$ cat src/rtl/cmpset_pkg.sv
package cmpset_pkg;

    localparam int PRED_N  = 8;
    localparam int PIDX_W  = $clog2(PRED_N);
    localparam int RIDX_W  = 8;

    // instruction field positions
    localparam int F_DST_S = 0;
    localparam int F_DST_P = 3;
    localparam int F_AIDX  = 8;
    localparam int F_SRCP  = 39;
    localparam int F_SINV  = 42;
    localparam int F_COMB  = 45;
    localparam int F_SGN   = 48;
    localparam int F_COND  = 49;
    localparam int F_TOP   = 52;

    typedef enum logic [2:0] {
        C_NEVER  = 3'd0,
        C_LT     = 3'd1,
        C_EQ     = 3'd2,
        C_LE     = 3'd3,
        C_GT     = 3'd4,
        C_NE     = 3'd5,
        C_GE     = 3'd6,
        C_ALWAYS = 3'd7
    } cond_e;

    typedef enum logic [1:0] {
        B_AND = 2'd0,
        B_OR  = 2'd1,
        B_XOR = 2'd2,
        B_RSV = 2'd3
    } bop_e;

    typedef struct packed {
        cond_e              cond;
        logic               sgn;
        bop_e               bop;
        logic [PIDX_W-1:0]  src_p;
        logic               src_inv;
        logic [PIDX_W-1:0]  dst_p;
        logic [PIDX_W-1:0]  dst_s;
        logic [RIDX_W-1:0]  a_idx;
    } fields_t;

    function automatic logic merge(input bop_e op, input logic x, input logic y);
        case (op)
            B_AND:   merge = x & y;
            B_OR:    merge = x | y;
            B_XOR:   merge = x ^ y;
            default: merge = 1'b0;
        endcase
    endfunction

endpackage

$ cat src/rtl/cmpset_decode.sv
module cmpset_decode
    import cmpset_pkg::*;
#(
    parameter int INSN_W = 64
) (
    input  logic [INSN_W-1:0] insn,
    output fields_t           f
);
    logic unused_bits;
    assign unused_bits = ^{insn[INSN_W-1:F_TOP], insn[F_SGN-1], insn[F_COMB-1:F_SINV+1],
                           insn[F_SRCP-1:F_AIDX+RIDX_W], insn[F_AIDX-1:F_DST_P+PIDX_W]};

    always_comb begin
        f.cond    = cond_e'(insn[F_COND +: 3]);
        f.sgn     = insn[F_SGN];
        f.bop     = bop_e'(insn[F_COMB +: 2]);
        f.src_p   = insn[F_SRCP +: PIDX_W];
        f.src_inv = insn[F_SINV];
        f.dst_p   = insn[F_DST_P +: PIDX_W];
        f.dst_s   = insn[F_DST_S +: PIDX_W];
        f.a_idx   = insn[F_AIDX +: RIDX_W];
    end
endmodule

$ cat src/rtl/cmpset_eval.sv
module cmpset_eval
    import cmpset_pkg::*;
#(
    parameter int DATA_W = 32
) (
    input  logic [DATA_W-1:0] a,
    input  logic [DATA_W-1:0] b,
    input  cond_e             cond,
    input  logic              sgn,
    input  bop_e              bop,
    input  logic              pin,
    output logic              res_p,
    output logic              res_s
);
    localparam int MSB = DATA_W - 1;

    logic eq, lt, hit;

    always_comb begin
        eq = (a == b);
        if (sgn) lt = ($signed(a) < $signed(b));
        else     lt = (a < b);
        case (cond)
            C_NEVER:  hit = 1'b0;
            C_LT:     hit = lt;
            C_EQ:     hit = eq;
            C_LE:     hit = lt | eq;
            C_GT:     hit = ~(lt | eq);
            C_NE:     hit = ~eq;
            C_GE:     hit = ~lt;
            default:  hit = 1'b1;
        endcase
        res_p = merge(bop, hit, pin);
        res_s = merge(bop, ~hit, pin);
    end

    always_comb begin

        if (cond == C_LT && a[MSB] != b[MSB])
            sign_lt_chk: assert (hit == (sgn ? a[MSB] : b[MSB]));

        if (bop == B_XOR)
            xor_pair_chk: assert (res_p != res_s);

        if (bop == B_AND)
            and_pair_chk: assert (!(res_p && res_s));

        if (bop == B_OR)
            or_pair_chk: assert (res_p || res_s);
    end
endmodule

$ cat src/rtl/cmpset_pfile.sv
module cmpset_pfile
    import cmpset_pkg::*;
#(
    parameter int NUM = PRED_N,
    localparam int IW = $clog2(NUM)
) (
    input  logic          clk,
    input  logic          rst,
    input  logic          we0,
    input  logic [IW-1:0] wi0,
    input  logic          wd0,
    input  logic          we1,
    input  logic [IW-1:0] wi1,
    input  logic          wd1,
    input  logic [IW-1:0] ri0,
    output logic          ro0,
    input  logic [IW-1:0] ri1,
    output logic          ro1,
    output logic [NUM-1:0] pvec
);
    localparam logic [NUM-1:0] RST_VEC = {1'b1, {(NUM-1){1'b0}}};

    logic [NUM-2:0] st;

    for (genvar i = 0; i < NUM - 1; i++) begin : g_ent
        always_ff @(posedge clk) begin
            if (rst)                             st[i] <= 1'b0;
            else if (we0 && wi0 == IW'(i))       st[i] <= wd0;
            else if (we1 && wi1 == IW'(i))       st[i] <= wd1;
        end
    end

    assign pvec = {1'b1, st};
    assign ro0  = pvec[ri0];
    assign ro1  = pvec[ri1];


    dst_prio_chk: assert property (@(posedge clk) disable iff (rst)
        (we0 && we1 && wi0 == wi1 && wi0 != IW'(NUM-1)) |=> pvec[$past(wi0)] == $past(wd0));

    rst_val_chk: assert property (@(posedge clk) rst |=> pvec == RST_VEC);
endmodule

$ cat src/rtl/cmpset_unit.sv
module cmpset_unit
    import cmpset_pkg::*;
#(
    parameter int DATA_W = 32,
    parameter int INSN_W = 64
) (
    input  logic              clk,
    input  logic              rst,
    input  logic              issue,
    input  logic [INSN_W-1:0] insn,
    input  logic [DATA_W-1:0] a_val,
    input  logic [DATA_W-1:0] b_val,
    output logic [RIDX_W-1:0] a_idx,
    output logic              illegal,
    input  logic [PIDX_W-1:0] rd_idx,
    output logic              rd_val
);
    fields_t           f;
    logic              src_raw, pin, res_p, res_s, wr;
    logic [PRED_N-1:0] pvec;

    cmpset_decode #(.INSN_W(INSN_W)) u_dec (.insn(insn), .f(f));

    cmpset_eval #(.DATA_W(DATA_W)) u_eval (
        .a(a_val), .b(b_val), .cond(f.cond), .sgn(f.sgn), .bop(f.bop),
        .pin(pin), .res_p(res_p), .res_s(res_s)
    );

    cmpset_pfile #(.NUM(PRED_N)) u_pf (
        .clk(clk), .rst(rst),
        .we0(wr), .wi0(f.dst_p), .wd0(res_p),
        .we1(wr), .wi1(f.dst_s), .wd1(res_s),
        .ri0(f.src_p), .ro0(src_raw),
        .ri1(rd_idx), .ro1(rd_val),
        .pvec(pvec)
    );

    assign pin     = src_raw ^ f.src_inv;
    assign a_idx   = f.a_idx;
    assign illegal = issue && (f.bop == B_RSV);
    assign wr      = issue && (f.bop != B_RSV);


    ill_hold_chk: assert property (@(posedge clk) disable iff (rst)
        illegal |=> pvec == $past(pvec));

    idle_hold_chk: assert property (@(posedge clk) disable iff (rst)
        !issue |=> $stable(pvec));

    top_true_chk: assert property (@(posedge clk) disable iff (rst)
        (rd_idx == PIDX_W'(PRED_N-1)) |-> rd_val);
endmodule

$ cat config.mk
export PLATFORM = sky130hd
export DESIGN_NAME = cmpset_unit
export DESIGN_NICKNAME = d
export VERILOG_FILES = /design/src/rtl/cmpset_pkg.sv /design/src/rtl/cmpset_decode.sv /design/src/rtl/cmpset_eval.sv /design/src/rtl/cmpset_pfile.sv /design/src/rtl/cmpset_unit.sv
export SDC_FILE = /design/constraint.sdc
export NUM_CORES = 1
export LEC_CHECK = 0
export BUFFER_PORTS_ARGS = -buffer_cell sky130_fd_sc_hd__buf_2
export CAP_MARGIN = 10
export CORE_AREA = 5 5 67 75
export DETAILED_ROUTE_END_ITERATION = 6
export DIE_AREA = 0 0 72 80
export PLACE_DENSITY = 0.89
export SYNTH_ARGS = -nofsm -noshare
export SYNTH_HDL_FRONTEND = slang
export SYNTH_SLANG_ARGS = --single-unit
$ cat constraint.sdc
create_clock -name clk -period 5.5 [get_ports clk]
set_input_delay 1.1 -clock clk [delete_from_list [all_inputs] [get_ports clk]]
set_output_delay 1.1 -clock clk [all_outputs]
set_load 0.005 [all_outputs]
==> flow_summary_export.csv <==
group,metric,value,unit
status,status,"finished clean",
yosys,yosysTopAreaCellShare,27.0,%
worst_setup_path,cp.depth,15,
floorplan,core_area,4190,um2
yosys,synthCells,210,
yosys,synth.distinct_cells,37,
placement,gp_congestion,0.774,
routing,drt_wl_total,3950,um
yosys,syn_area,1670,um2
finish,final_nets,464,
timing,worst_slew_pin_slew,590,ps
grt,grt-ovfl-total,0,
finish,fill_cells,405,
power,vdd_drop_max,0.193,mV
grt,grt_use_total,13.5,%
flow_run,cap_violations,0,
timing,hold_viol_final,0,
worst_setup_path,path_buf_inv,2,
routing,drtAntennaViolNets,0,
routing,top_layer_used,"met4",
routing,drc_errors,0,
yosys,synth_edf_count,0,
routing,wl_met3,316,um
yosys,ys.flop_type,"dfxtp_1",
worst_setup_path,cp_slowest_cell,"nor4_4",
timing,fin_ws,1470,ps
finish,largest_reg_flops,7,
power,power.leakage,1.23,nW
clock_network,cts_tree,"done",
floorplan,die_w,72,um
timing,slew_headroom,60.7,%
routing,drt_pre_antenna_iters,4,
grt,antenna_found_initial,0,
floorplan,io_pins,144,
timing,hold_ws,655,ps
routing,drt-initial-drc-count,32,
grt,grt_max_degree,8,
floorplan,num_rows,25,
worst_setup_path,cp-start-kind,"input pin",
clock_network,clock_sinks,7,
worst_setup_path,cp_max_fo,7,
worst_setup_path,critPathArrivalTime,4170,ps
yosys,ys_ff_latch,7,
yosys,syn_nets,380,
hold_path,min_path_cells,3,
finish,drive_gt1_share,36.2,%
worst_setup_path,critPathKind,"input pin to flop",
grt,grt_pass1_wl,6480,um
yosys,synth-warning-count,0,
worst_setup_path,path_cells,"buf_2 -> inv_1 -> ha_1 -> nand4_2 -> nor4_4 -> and4_1 -> a211oi_1 -> a2111o_1 -> mux2_4 -> ha_1 -> mux2i_1 -> o22ai_1 -> mux2i_1 -> a21o_1 -> a21oi_1",
yosys,synth_top_area_cell,"ha_1",
floorplan,start_util,39.9,%
placement,portBuffers,87,
clock_network,root_buffer,"clkbuf_8",
worst_setup_path,critPathCaptureType,"flop",
routing,routed_via_density,4.95,
worst_setup_path,cp_top_family,"compound AO/OA/AOI/OAI gates",
worst_setup_path,cp.required,5640,ps
timing,setup_viol,0,
floorplan,die_area,5760,um2
finish,final_cell_mix,"buf_2, inv_1, ha_1, a21oi_1, mux2i_1",
clock_network,cts_resized,0,
finish,antenna_cells,0,
clock_network,clock_latency,220,ps
clock_network,numCtsBuffers,3,
finish,syn2layout_area_growth,29.2,%
timing,min_period,4030,ps
worst_setup_path,crit_path_max_incr_delay,380,ps
yosys,synthArstFlopShare,0,%
routing,wl_met1,1530,um
routing,num_vias,1718,
hold_path,hold_path_class,"flop to flop",
clock_network,cts_hold_buf,0,
clock_network,htreeDepth,1,
timing,fin_setup_tns,0,ps
grt,grt_pass1_vias,1640,
timing,fin_worst_skew,3.56,ps
yosys,synth-seq-area-share,8.39,%
power,power.density,120,nW/um2
timing,rsz0062_at_grt,"no",
timing,fmax,0.248,GHz
timing,finalCritPeriodShare,73.3,%
placement,hpwl,3680,um
placement,dp_slack,1240,ps
clock_network,max-clock-path-buffers,2,
routing,wl_per_cell,11.4,um
timing,finalMaxSlewViolations,0,
clock_network,post_cts_buffers,0,
yosys,yosys-top-cells-area,"ha_1, dfxtp_1, inv_1",
floorplan,die_h,80,um
clock_network,clk_pin_slew,40,ps
yosys,avgSynthCellArea,7.95,um2
worst_setup_path,r2r_cells,9,
routing,met2WireLength,2070,um
finish,final_common_cell,"buf_2",
cell families after synthesis:
family	share of synthesized area, %
AOI/OAI and AO/OA	14.3
adders and majority gates	27.0
buffers and inverters	11.9
xor gates and xnor gates	0.524
and+or+nand+nor	21.8
DFF	8.39
muxes	16.1
worst min-delay path: stages (launching register included):
cell	delay (ps)
dfxtp_1	330
mux2_2	150
mux2i_1	60
nor2_1	80
cell usage after synthesis, types with 3 or more instances:
cell      instances
nand4_1           4
nor3_1            4
inv_1            37
nand3b_1          3
nor2_1           12
mux2_2            7
nand3_1           5
nand2_1          12
ha_1             36
a21oi_1          17
o21ai_0           9
nor3b_1           6
dfxtp_1           7
mux2i_1          13
buf_4             8
final timing paths:
kind	endpoint	startpoint	slack, ps
max reg2reg	u_pf.pvec[0]$_SDFFE_PP0P_	u_pf.pvec[4]$_SDFFE_PP0P_	3030
max	u_pf.pvec[0]$_SDFFE_PP0P_	b_val[23]	1470
min	u_pf.pvec[3]$_SDFFE_PP0P_	u_pf.pvec[3]$_SDFFE_PP0P_	660
min reg2reg	u_pf.pvec[3]$_SDFFE_PP0P_	u_pf.pvec[3]$_SDFFE_PP0P_	660
power by group:
| part | internal (W) | switching [W] |
|---|---|---|
| Combinational | 0.0000670 | 0.0000672 |
| Sequential | 0.0000528 | 0.00000129 |
| Clock | 0.0000501 | 0.0000217 |
| Total | 0.000170 | 0.0000902 |
per-stage QoR:
step	util (%)	total power, W	std cells	instance area (um2)
floorplan	-	0.000142	210	1670
global placement	50.4	0.000185	343	2110
detailed placement	50.4	0.000190	343	2110
CTS	51.5	0.000263	347	2160
global route	51.5	0.000286	347	2160
finish	51.5	0.000260	347	2160
metal layers:
| metal | track usage [%] | vias to the layer above |
|---|---|---|
| met5 | 0 | - |
| met4 | 2.26 | 0 |
| met3 | 2.14 | 6 |
| met2 | 26.7 | 55 |
| met1 | 14.8 | 747 |
| li1 | - | 910 |
final cells by class:
class / instances / area [um2] / area share (%)
inverter: 37 / 139 / 6.43
sequential: 7 / 140 / 6.49
multi-input combinational: 158 / 1330 / 61.7
timing repair buffer: 87 / 435 / 20.2
clock buffer: 4 / 45.0 / 2.09
tap: 54 / 67.6 / 3.13
Note: power is estimated with default switching activity, not from simulation.
